$ cat config.mk
export PLATFORM = sky130hd
export DESIGN_NAME = wb_line_cache
export DESIGN_NICKNAME = d
export VERILOG_FILES = /design/src/rtl/wb_cache_pkg.sv /design/src/rtl/wbc_tag_store.sv /design/src/rtl/wbc_line_ram.sv /design/src/rtl/wb_line_cache.sv
export SDC_FILE = /design/constraint.sdc
export NUM_CORES = 2
export LEC_CHECK = 0
export BUFFER_PORTS_ARGS = -buffer_cell sky130_fd_sc_hd__buf_2
export CAP_MARGIN = 20
export CORE_MARGIN = 2
export CORE_UTILIZATION = 45
export DETAILED_ROUTE_END_ITERATION = 10
export PLACE_DENSITY = 0.73
export SLEW_MARGIN = 30
export SYNTH_ARGS = -nofsm -noshare
export SYNTH_HDL_FRONTEND = slang
export SYNTH_SLANG_ARGS = --single-unit
$ cat constraint.sdc
create_clock -name clk -period 10.15 [get_ports clk]
set_clock_uncertainty 0.05 [all_clocks]
set_input_delay 0.5075 -clock clk [delete_from_list [all_inputs] [get_ports clk]]
set_output_delay 0.5075 -clock clk [all_outputs]
set_load 0.02 [all_outputs]
$ cat src/rtl/wb_cache_pkg.sv
package wb_cache_pkg;
  typedef enum logic [1:0] {
    ST_IDLE,
    ST_LOOKUP,
    ST_EVICT,
    ST_REFILL
  } wbc_state_e;
endpackage

$ cat src/rtl/wbc_tag_store.sv
module wbc_tag_store #(
  parameter int LINES = 16,
  parameter int TAG_W = 24,
  localparam int IDX_W = $clog2(LINES)
) (
  input  logic             clk,
  input  logic             rst,
  input  logic [IDX_W-1:0] lk_idx,
  input  logic [TAG_W-1:0] lk_tag,
  input  logic             fill_en,
  input  logic             mark_dirty,
  output logic             lk_hit,
  output logic             lk_dirty,
  output logic [TAG_W-1:0] lk_vtag
);
  logic [LINES-1:0] valid_q;
  logic [LINES-1:0] dirty_q;
  logic [TAG_W-1:0] tag_q [LINES];

  always_ff @(posedge clk) begin
    if (rst) begin
      valid_q <= '0;
      dirty_q <= '0;
    end else if (fill_en) begin
      valid_q[lk_idx] <= 1'b1;
      dirty_q[lk_idx] <= 1'b0;
    end else if (mark_dirty) begin
      dirty_q[lk_idx] <= 1'b1;
    end
  end

  always_ff @(posedge clk) begin
    if (fill_en) tag_q[lk_idx] <= lk_tag;
  end

  assign lk_hit   = valid_q[lk_idx] && (tag_q[lk_idx] == lk_tag);
  assign lk_dirty = valid_q[lk_idx] && dirty_q[lk_idx];
  assign lk_vtag  = tag_q[lk_idx];

  // a modified entry is always a valid one
  assert_dirty_needs_valid_R4: assert property (@(posedge clk) disable iff (rst)
    (dirty_q & ~valid_q) == '0);

  // a freshly filled entry hits on the same lookup
  assert_fill_then_hit_R3: assert property (@(posedge clk) disable iff (rst)
    fill_en |=> lk_hit);
endmodule

$ cat src/rtl/wbc_line_ram.sv
module wbc_line_ram #(
  parameter int LINES  = 16,
  parameter int LINE_W = 128,
  localparam int IDX_W = $clog2(LINES)
) (
  input  logic              clk,
  input  logic              we,
  input  logic [IDX_W-1:0]  waddr,
  input  logic [LINE_W-1:0] wdata,
  input  logic [IDX_W-1:0]  raddr,
  output logic [LINE_W-1:0] q
);
  logic [LINE_W-1:0] mem [LINES];

  // synchronous read, write-first on a same-address collision
  always_ff @(posedge clk) begin
    if (we) mem[waddr] <= wdata;
    if (we && (waddr == raddr)) q <= wdata;
    else                        q <= mem[raddr];
  end
endmodule

$ cat src/rtl/wb_line_cache.sv
module wb_line_cache
  import wb_cache_pkg::*;
#(
  parameter int ADDR_W = 32,
  parameter int WORD_W = 32,
  parameter int WORDS  = 4,
  parameter int LINES  = 16,
  localparam int LINE_W = WORD_W * WORDS,
  localparam int WSEL_W = $clog2(WORDS),
  localparam int BSEL_W = $clog2(WORD_W / 8),
  localparam int OFF_W  = WSEL_W + BSEL_W,
  localparam int IDX_W  = $clog2(LINES),
  localparam int TAG_W  = ADDR_W - OFF_W - IDX_W
) (
  input  logic              clk,
  input  logic              rst,
  input  logic              cpu_valid,
  input  logic              cpu_we,
  input  logic [ADDR_W-1:0] cpu_addr,
  input  logic [WORD_W-1:0] cpu_wdata,
  output logic [WORD_W-1:0] cpu_rdata,
  output logic              cpu_ready,
  output logic              mem_valid,
  output logic              mem_we,
  output logic [ADDR_W-1:0] mem_addr,
  output logic [LINE_W-1:0] mem_wdata,
  input  logic [LINE_W-1:0] mem_rdata,
  input  logic              mem_ready
);
  wbc_state_e        state;
  logic [TAG_W-1:0]  req_tag;
  logic [IDX_W-1:0]  req_idx;
  logic [WSEL_W-1:0] req_wsel;
  logic              req_we;
  logic [WORD_W-1:0] req_wdata;

  logic              tag_hit, vic_dirty, fill_done, wr_hit, ds_we;
  logic [TAG_W-1:0]  vic_tag;
  logic [IDX_W-1:0]  rd_idx;
  logic [LINE_W-1:0] line_q, merged, ds_wdata;

  assign fill_done = (state == ST_REFILL) && mem_ready;
  assign wr_hit    = (state == ST_LOOKUP) && tag_hit && req_we;
  assign ds_we     = fill_done || wr_hit;
  assign ds_wdata  = fill_done ? mem_rdata : merged;
  assign rd_idx    = (state == ST_IDLE) ? cpu_addr[OFF_W +: IDX_W] : req_idx;

  for (genvar w = 0; w < WORDS; w++) begin : g_merge
    assign merged[w*WORD_W +: WORD_W] =
      (req_wsel == WSEL_W'(w)) ? req_wdata : line_q[w*WORD_W +: WORD_W];
  end

  wbc_tag_store #(.LINES(LINES), .TAG_W(TAG_W)) u_tags (
    .clk(clk), .rst(rst), .lk_idx(req_idx), .lk_tag(req_tag),
    .fill_en(fill_done), .mark_dirty(wr_hit),
    .lk_hit(tag_hit), .lk_dirty(vic_dirty), .lk_vtag(vic_tag)
  );

  wbc_line_ram #(.LINES(LINES), .LINE_W(LINE_W)) u_lines (
    .clk(clk), .we(ds_we), .waddr(req_idx), .wdata(ds_wdata),
    .raddr(rd_idx), .q(line_q)
  );

  always_ff @(posedge clk) begin
    if (rst) begin
      state     <= ST_IDLE;
      cpu_ready <= 1'b0;
      cpu_rdata <= '0;
    end else begin
      cpu_ready <= 1'b0;
      unique case (state)
        ST_IDLE: if (cpu_valid) state <= ST_LOOKUP;
        ST_LOOKUP: begin
          if (tag_hit) begin
            state     <= ST_IDLE;
            cpu_ready <= 1'b1;
            if (!req_we) cpu_rdata <= line_q[req_wsel*WORD_W +: WORD_W];
          end else if (vic_dirty) begin
            state <= ST_EVICT;
          end else begin
            state <= ST_REFILL;
          end
        end
        ST_EVICT:  if (mem_ready) state <= ST_REFILL;
        ST_REFILL: if (mem_ready) state <= ST_LOOKUP;
        default:   state <= ST_IDLE;
      endcase
    end
  end

  always_ff @(posedge clk) begin
    if (state == ST_IDLE && cpu_valid) begin
      req_tag   <= cpu_addr[ADDR_W-1 -: TAG_W];
      req_idx   <= cpu_addr[OFF_W +: IDX_W];
      req_wsel  <= cpu_addr[BSEL_W +: WSEL_W];
      req_we    <= cpu_we;
      req_wdata <= cpu_wdata;
    end
  end

  assign mem_valid = (state == ST_EVICT) || (state == ST_REFILL);
  assign mem_we    = (state == ST_EVICT);
  assign mem_addr  = {(state == ST_EVICT) ? vic_tag : req_tag, req_idx, {OFF_W{1'b0}}};
  assign mem_wdata = line_q;

  // completion is a single-cycle pulse
  assert_ready_pulse_R8: assert property (@(posedge clk) disable iff (rst)
    cpu_ready |=> !cpu_ready);

  // no completion while a memory transaction is open
  assert_stall_on_miss_R8: assert property (@(posedge clk) disable iff (rst)
    mem_valid |-> !cpu_ready);

  // memory request held steady until accepted
  assert_mem_hold_R9: assert property (@(posedge clk) disable iff (rst)
    (mem_valid && !mem_ready) |=>
      (mem_valid && $stable(mem_we) && $stable(mem_addr) && $stable(mem_wdata)));

  // a finished write-back is followed by a line fetch
  assert_evict_then_fetch_R5: assert property (@(posedge clk) disable iff (rst)
    (state == ST_EVICT && mem_ready) |=> (mem_valid && !mem_we));

  // a write hit leaves the entry marked modified
  assert_write_hit_dirty_R4: assert property (@(posedge clk) disable iff (rst)
    wr_hit |=> vic_dirty);
endmodule

# == Yosys cells after proc, flatten, opt, wreduce, memory -nomap -nowiden ==
# Memories as Yosys holds them, arrays and structs flattened. A register that Yosys moved wholly into a read port is not among the register bits.
# Index checks and enable logic that the tools add are counted.
# classes
magnitude_cmp,2
eq_ne,10
n_shift,1
n_mux,27
bitwise,6
reduce_logical,15
# ops
op,count
2-to-1 mux 128 bit,1
2-to-1 mux 32 bit,4
indexed part select 128 x 8 -> 32 bit,1
2-to-1 mux 16 bit,2
OR 16 bit,2
== test 24 bit,1
2-to-1 mux 24 bit,1
bitwise AND 16 bit,1
inverter 16 bit,1
2-to-1 mux 1 bit,9
binary-select mux 1 bit (select 4 bit),2
"== test 2 bit, second input constant",4
2-to-1 mux 2 bit,4
2-to-1 mux 4 bit,2
case mux 2 bit (4 select lines),1
logical AND 1 bit,7
AND reduction 3 bit,2
"less-than comparator 4 x 5 -> 1 bit, second input constant",1
demux 1 bit (select 4 bit),1
"== test 2 x 1 -> 1 bit, second input constant",2
">= comparator 4 x 1 -> 1 bit, second input constant",1
zero test 2 bit,2
"inequality test 2 bit, second input constant",2
logical OR 1 bit,2
4 further kinds,5
# totals
regBits,130
mem_bits_rw,2432
input_bits,197
wordCells,73
mem_count,2
# mem_list
memory,depth,width,rd,rd_clocked_by_memory_dff,write_ports,line,rtl
u_lines.mem,16,128,1,1,1,wbc_line_ram.sv:13,logic [LINE_W-1:0] mem [LINES];
u_tags.tag_q,16,24,1,1,1,wbc_tag_store.sv:18,logic [TAG_W-1:0] tag_q [LINES];

# == Depth between registers and ports, before layout ==
# depth
ltp_word,8
ltp_mapped,16
ltp_nobuf,9

# == Modules after synthesis ==
# Synthesis repeated with hierarchy kept, for this count alone.
# hier_totals
cells_unflattened,4796
area_unflattened_um2,100844.2
# modules_own_cells
mod,n_inst,cells_per_inst,area_per_inst_um2,seq_area_each_um2
wbc_line_ram,1,3233,76967.6,61579.1
wbc_tag_store,1,890,16908.7,12171.7
wb_line_cache,1,673,6967.9,2592.5

# == Worst setup path after synthesis ==
# OpenSTA, ideal clock, no wires.
# synth_path
kind,flip-flop to flip-flop
from,register (tool-made name)
to,"memory u_lines.mem[0][0], enable pin"
setup_ns,0.642
arrival_ns,8.863
required_time_ns,9.458
path_slack_ns,0.596
stages_incl_launch_ff,12
path_buffers,2
synth_period_minus_slack_ns,9.554
path_cell_list,dfxtp_1 -> buf_6 -> mux4_2 -> mux2_2 -> mux2i_2 -> nor3b_2 -> nand4_1 -> or3_1 -> or4b_4 -> or2_1 -> buf_6 -> o21bai_1
# synth_rtl
element,line
end: declaration,wbc_line_ram.sv:13

==> flow_metrics.env <==
export IMPL_start_kind="flip-flop"
export IMPL_fin_cells=8477
export IMPL_p_sw_uw=7418
export IMPL_first_pass_iters=6
export IMPL_avgSynthCellArea_um2=21.94
export IMPL_core_area_mm2=0.2242
export IMPL_synthCells=4617
export IMPL_grt_antenna_before_repair=19
export IMPL_synth_top_flop_cell="edfxtp_1"
export IMPL_yosysSeqAreaShare_pct=75.45
export IMPL_clock_sinks=2570
export IMPL_drc=0
export IMPL_cts_tree="yes"
export IMPL_slew_violations=0
export IMPL_r2r_slack_ns=3.55
export IMPL_r2r_cells=12
export IMPL_grt_remaining_overflow=0
export IMPL_min_period_over_period_pct=65.06
export IMPL_syn_to_final_growth_pct=15.54
export IMPL_syn_cell_area_mm2=0.1013
export IMPL_die_area_mm2=0.2289
export IMPL_fp_dieH_um=478.4
export IMPL_drive_above_1_share_pct=32.53
export IMPL_p_per_area_mw_per_mm2=233.8
export IMPL_grt_usage_pct=24.58
export IMPL_rsz0062_at_grt="false"
export IMPL_leakage_uw=0.03815
export IMPL_swShare_pct=27.12
export IMPL_grt_max_degree=122
export IMPL_async_flop_share_pct=0
export IMPL_initial_core_util_pct=45.17
export IMPL_outcome="completed"
export IMPL_worst_slew_pin_slew_ns=1.140
export IMPL_synth_seq_cells=2570
export IMPL_dp_hpwl_mm=159.5
export IMPL_p_seq_share_pct=46.7
export IMPL_irDropWorstVdd_uv=177.2
export IMPL_clk_latency_ns=0.94
export IMPL_p_int_uw=19940
export IMPL_fillers=16947
export IMPL_critPathCapture="u_lines.mem[10][36]"
export IMPL_yosysWarnings=0
export IMPL_htreeDepth=5
export IMPL_slowest_stage="buf_12"
export IMPL_vias=53103
export IMPL_dpl_worst_slack_ns=3.603
export IMPL_maxSlewHeadroom_pct=23.97
export IMPL_num_rows=174
export IMPL_cts_reportedPaths_clkPinSlew_ns=0.06
export IMPL_cts_resized_gates=0
export IMPL_clockBufferDepth=4
export IMPL_cts_setup_buffers=0
export IMPL_first_global_vias=52423
export IMPL_grt_first_pass_wirelength_mm=396.9
export IMPL_synth_edf_count=2495
export IMPL_cp_required_ns=10.57
export IMPL_cts_made_buffers=274
export IMPL_tns_ns=0
export IMPL_placedCellCount=7918
export IMPL_critPathMaxFanout=112
export IMPL_final_nets=5476
export IMPL_p_comb_share_pct=18.6
export IMPL_hold_viol=0
export IMPL_clkPwrFrac_pct=34.7
export IMPL_pin_count=392
export IMPL_dr_first_iter_drc_count=7405
export IMPL_timing_rr_end="u_lines.mem[10][36]"
export IMPL_worst_hold_path_type="input port to flip-flop"
export IMPL_port_buffers=385
export IMPL_drt_total_wl_mm=285.2
export IMPL_min_period_ns=6.603
export IMPL_crit_chain="buf_4, inv_1, mux2i_1, mux2i_1, xnor2_1, nand4_1, or3_1, or4b_4, or2_1, buf_4, o21bai_4, buf_12"
export IMPL_slowest_delay_ns=0.79
export IMPL_ant_nets=0
export IMPL_die_w_um=478.4
export IMPL_root_buffer="clkbuf_16"
export IMPL_setup_viol=0
export IMPL_max_freq_mhz=151.4
export IMPL_ys_types=71
export IMPL_gp_congestion=0.8430
export IMPL_cp_data_arrival_time_ns=7.02
export IMPL_viasPerCell=6.264
export IMPL_crit_type="flip-flop to flip-flop"
export IMPL_drv_cap=0
export IMPL_power_uw=27360
export IMPL_post_drt_wl_per_cell_um=33.65
export IMPL_hold_buffers=71
export IMPL_worst_slack_ns=3.547
export IMPL_endpoint_kind="flip-flop"
[power groups by stage]
stage	sequential, uW	combinational (uW)	clock (uW)
finish	12800	5080	9500
global route	12800	5280	10000
CTS	12800	5040	9590
detailed placement	13000	4990	0
global placement	13000	4870	0
floorplan	12900	3000	0
[registers in the layout, indices dropped and copies added (netlist names), named ones only]
name            cells
u_lines.mem      2048
u_tags.tag_q      384
cpu_rdata          32
req_wdata          32
req_tag            24
u_tags.valid_q     16
req_idx             4
req_wsel            2
state               2
cpu_ready           1
req_we              1
[synthesized netlist by cell type, drive strengths merged (26+ instances only)]
library cell,count,area (um^2)
a21oi,42,210.2
buf,108,623.1
clkbuf,166,633.1
dfxtp,75,1501
edfxtp,2495,74920
mux2,33,371.6
mux2i,251,2516
mux4,741,16700
nand2,166,623.1
nand3,26,130.1
nor2,110,412.9
nor2b,35,219.0
o21ai,138,690.7
[final cells by class]
type / count / area (um^2) / area share (%)
sequential: 2570 / 76450 / 65.32
clock inverter: 115 / 1081 / 0.9237
timing repair buffer: 653 / 4501 / 3.846
multi-input combinational: 1760 / 23840 / 20.37
tap: 2992 / 3744 / 3.199
antenna: 16 / 40.04 / 0.03421
inverter: 16 / 62.56 / 0.05346
clock buffer: 355 / 7316 / 6.251
[layer usage]
| layer | part of all wire (%) | track usage (%) | routed length (um) |
|---|---|---|---|
| met3 | 10 | 5.249 | 29010 |
| met4 | 6.2 | 13.41 | 17570 |
| met2 | 48 | 39.06 | 137300 |
| met1 | 35 | 31.81 | 101200 |
| met5 | 0.048 | 0 | 136 |
[how the worst min path moves through the flow]
stage | slack [ns] | depth (start not counted) | end | start
final | 0.04 | 3 | u_lines.mem[1][91] | mem_rdata[91]
after global routing | 0.06 | 4 | u_lines.mem[6][52] | mem_rdata[52]
after CTS | 0.01 | 4 | u_lines.mem[2][8] | mem_rdata[8]
after detailed placement | 0.41 | 2 | u_tags.valid_q[11] | u_tags.valid_q[11]
after global placement | 0.39 | 2 | u_tags.valid_q[8] | u_tags.valid_q[8]
after floorplan | 0.38 | 2 | u_tags.valid_q[10] | u_tags.valid_q[10]
[logic make-up after synthesis]
kind of cell	share of synthesized area (%)
fa+ha+maj	0.04941
buf+inv	1.299
xor+xnor	0.1383
simple gates	1.989
flops	75.45
compound gates	1.731
mux	19.34
other cells	0.003702
[worst max-delay path, delay by kind of cell (launching register included)]
kind	cells	cell delay [ns]
DFF	1	0.73
buffers and inverters	4	2.30
and+or+nand+nor	4	1.45
AOI/OAI and AO/OA	1	0.68
muxes	2	0.39
xor gates and xnor gates	1	0.38
[per-stage QoR]
stage	util (%)	area, um^2	hold slack, ns
2_1_floorplan	-	101300	0.3848
3_3_place_gp	48.00	107600	0.3941
3_5_place_dp	48.05	107700	0.4068
4_1_cts	52.11	116800	0.01377
5_1_grt	52.17	117000	0.05821
6_report	52.19	117000	0.04429
[cells in the final DEF, fill, tap and decap left out, drive strengths merged, types with 5 or more instances in the layout]
| master | n |
|---|---|
| edfxtp | 2495 |
| mux4 | 741 |
| buf | 582 |
| clkbuf | 355 |
| mux2i | 251 |
| nand2 | 166 |
| o21ai | 138 |
| nor2 | 110 |
| clkinv | 77 |
| dfxtp | 75 |
| dlygate4sd3 | 71 |
| a21oi | 42 |
| nor2b | 35 |
| mux2 | 33 |
| inv | 28 |
| nand3 | 26 |
| a22oi | 19 |
| and3 | 19 |
| bufinv | 18 |
| o21a | 17 |
| diode | 16 |
| o21bai | 16 |
| xnor2 | 12 |
| nor3 | 12 |
| a211oi | 11 |
| nor4 | 9 |
| nand3b | 8 |
| clkinvlp | 8 |
| nand4 | 8 |
| nand2b | 6 |
| a22o | 5 |
| a221oi | 5 |
| a31oi | 5 |
No activity file was read; power rests on OpenSTA's default activity.
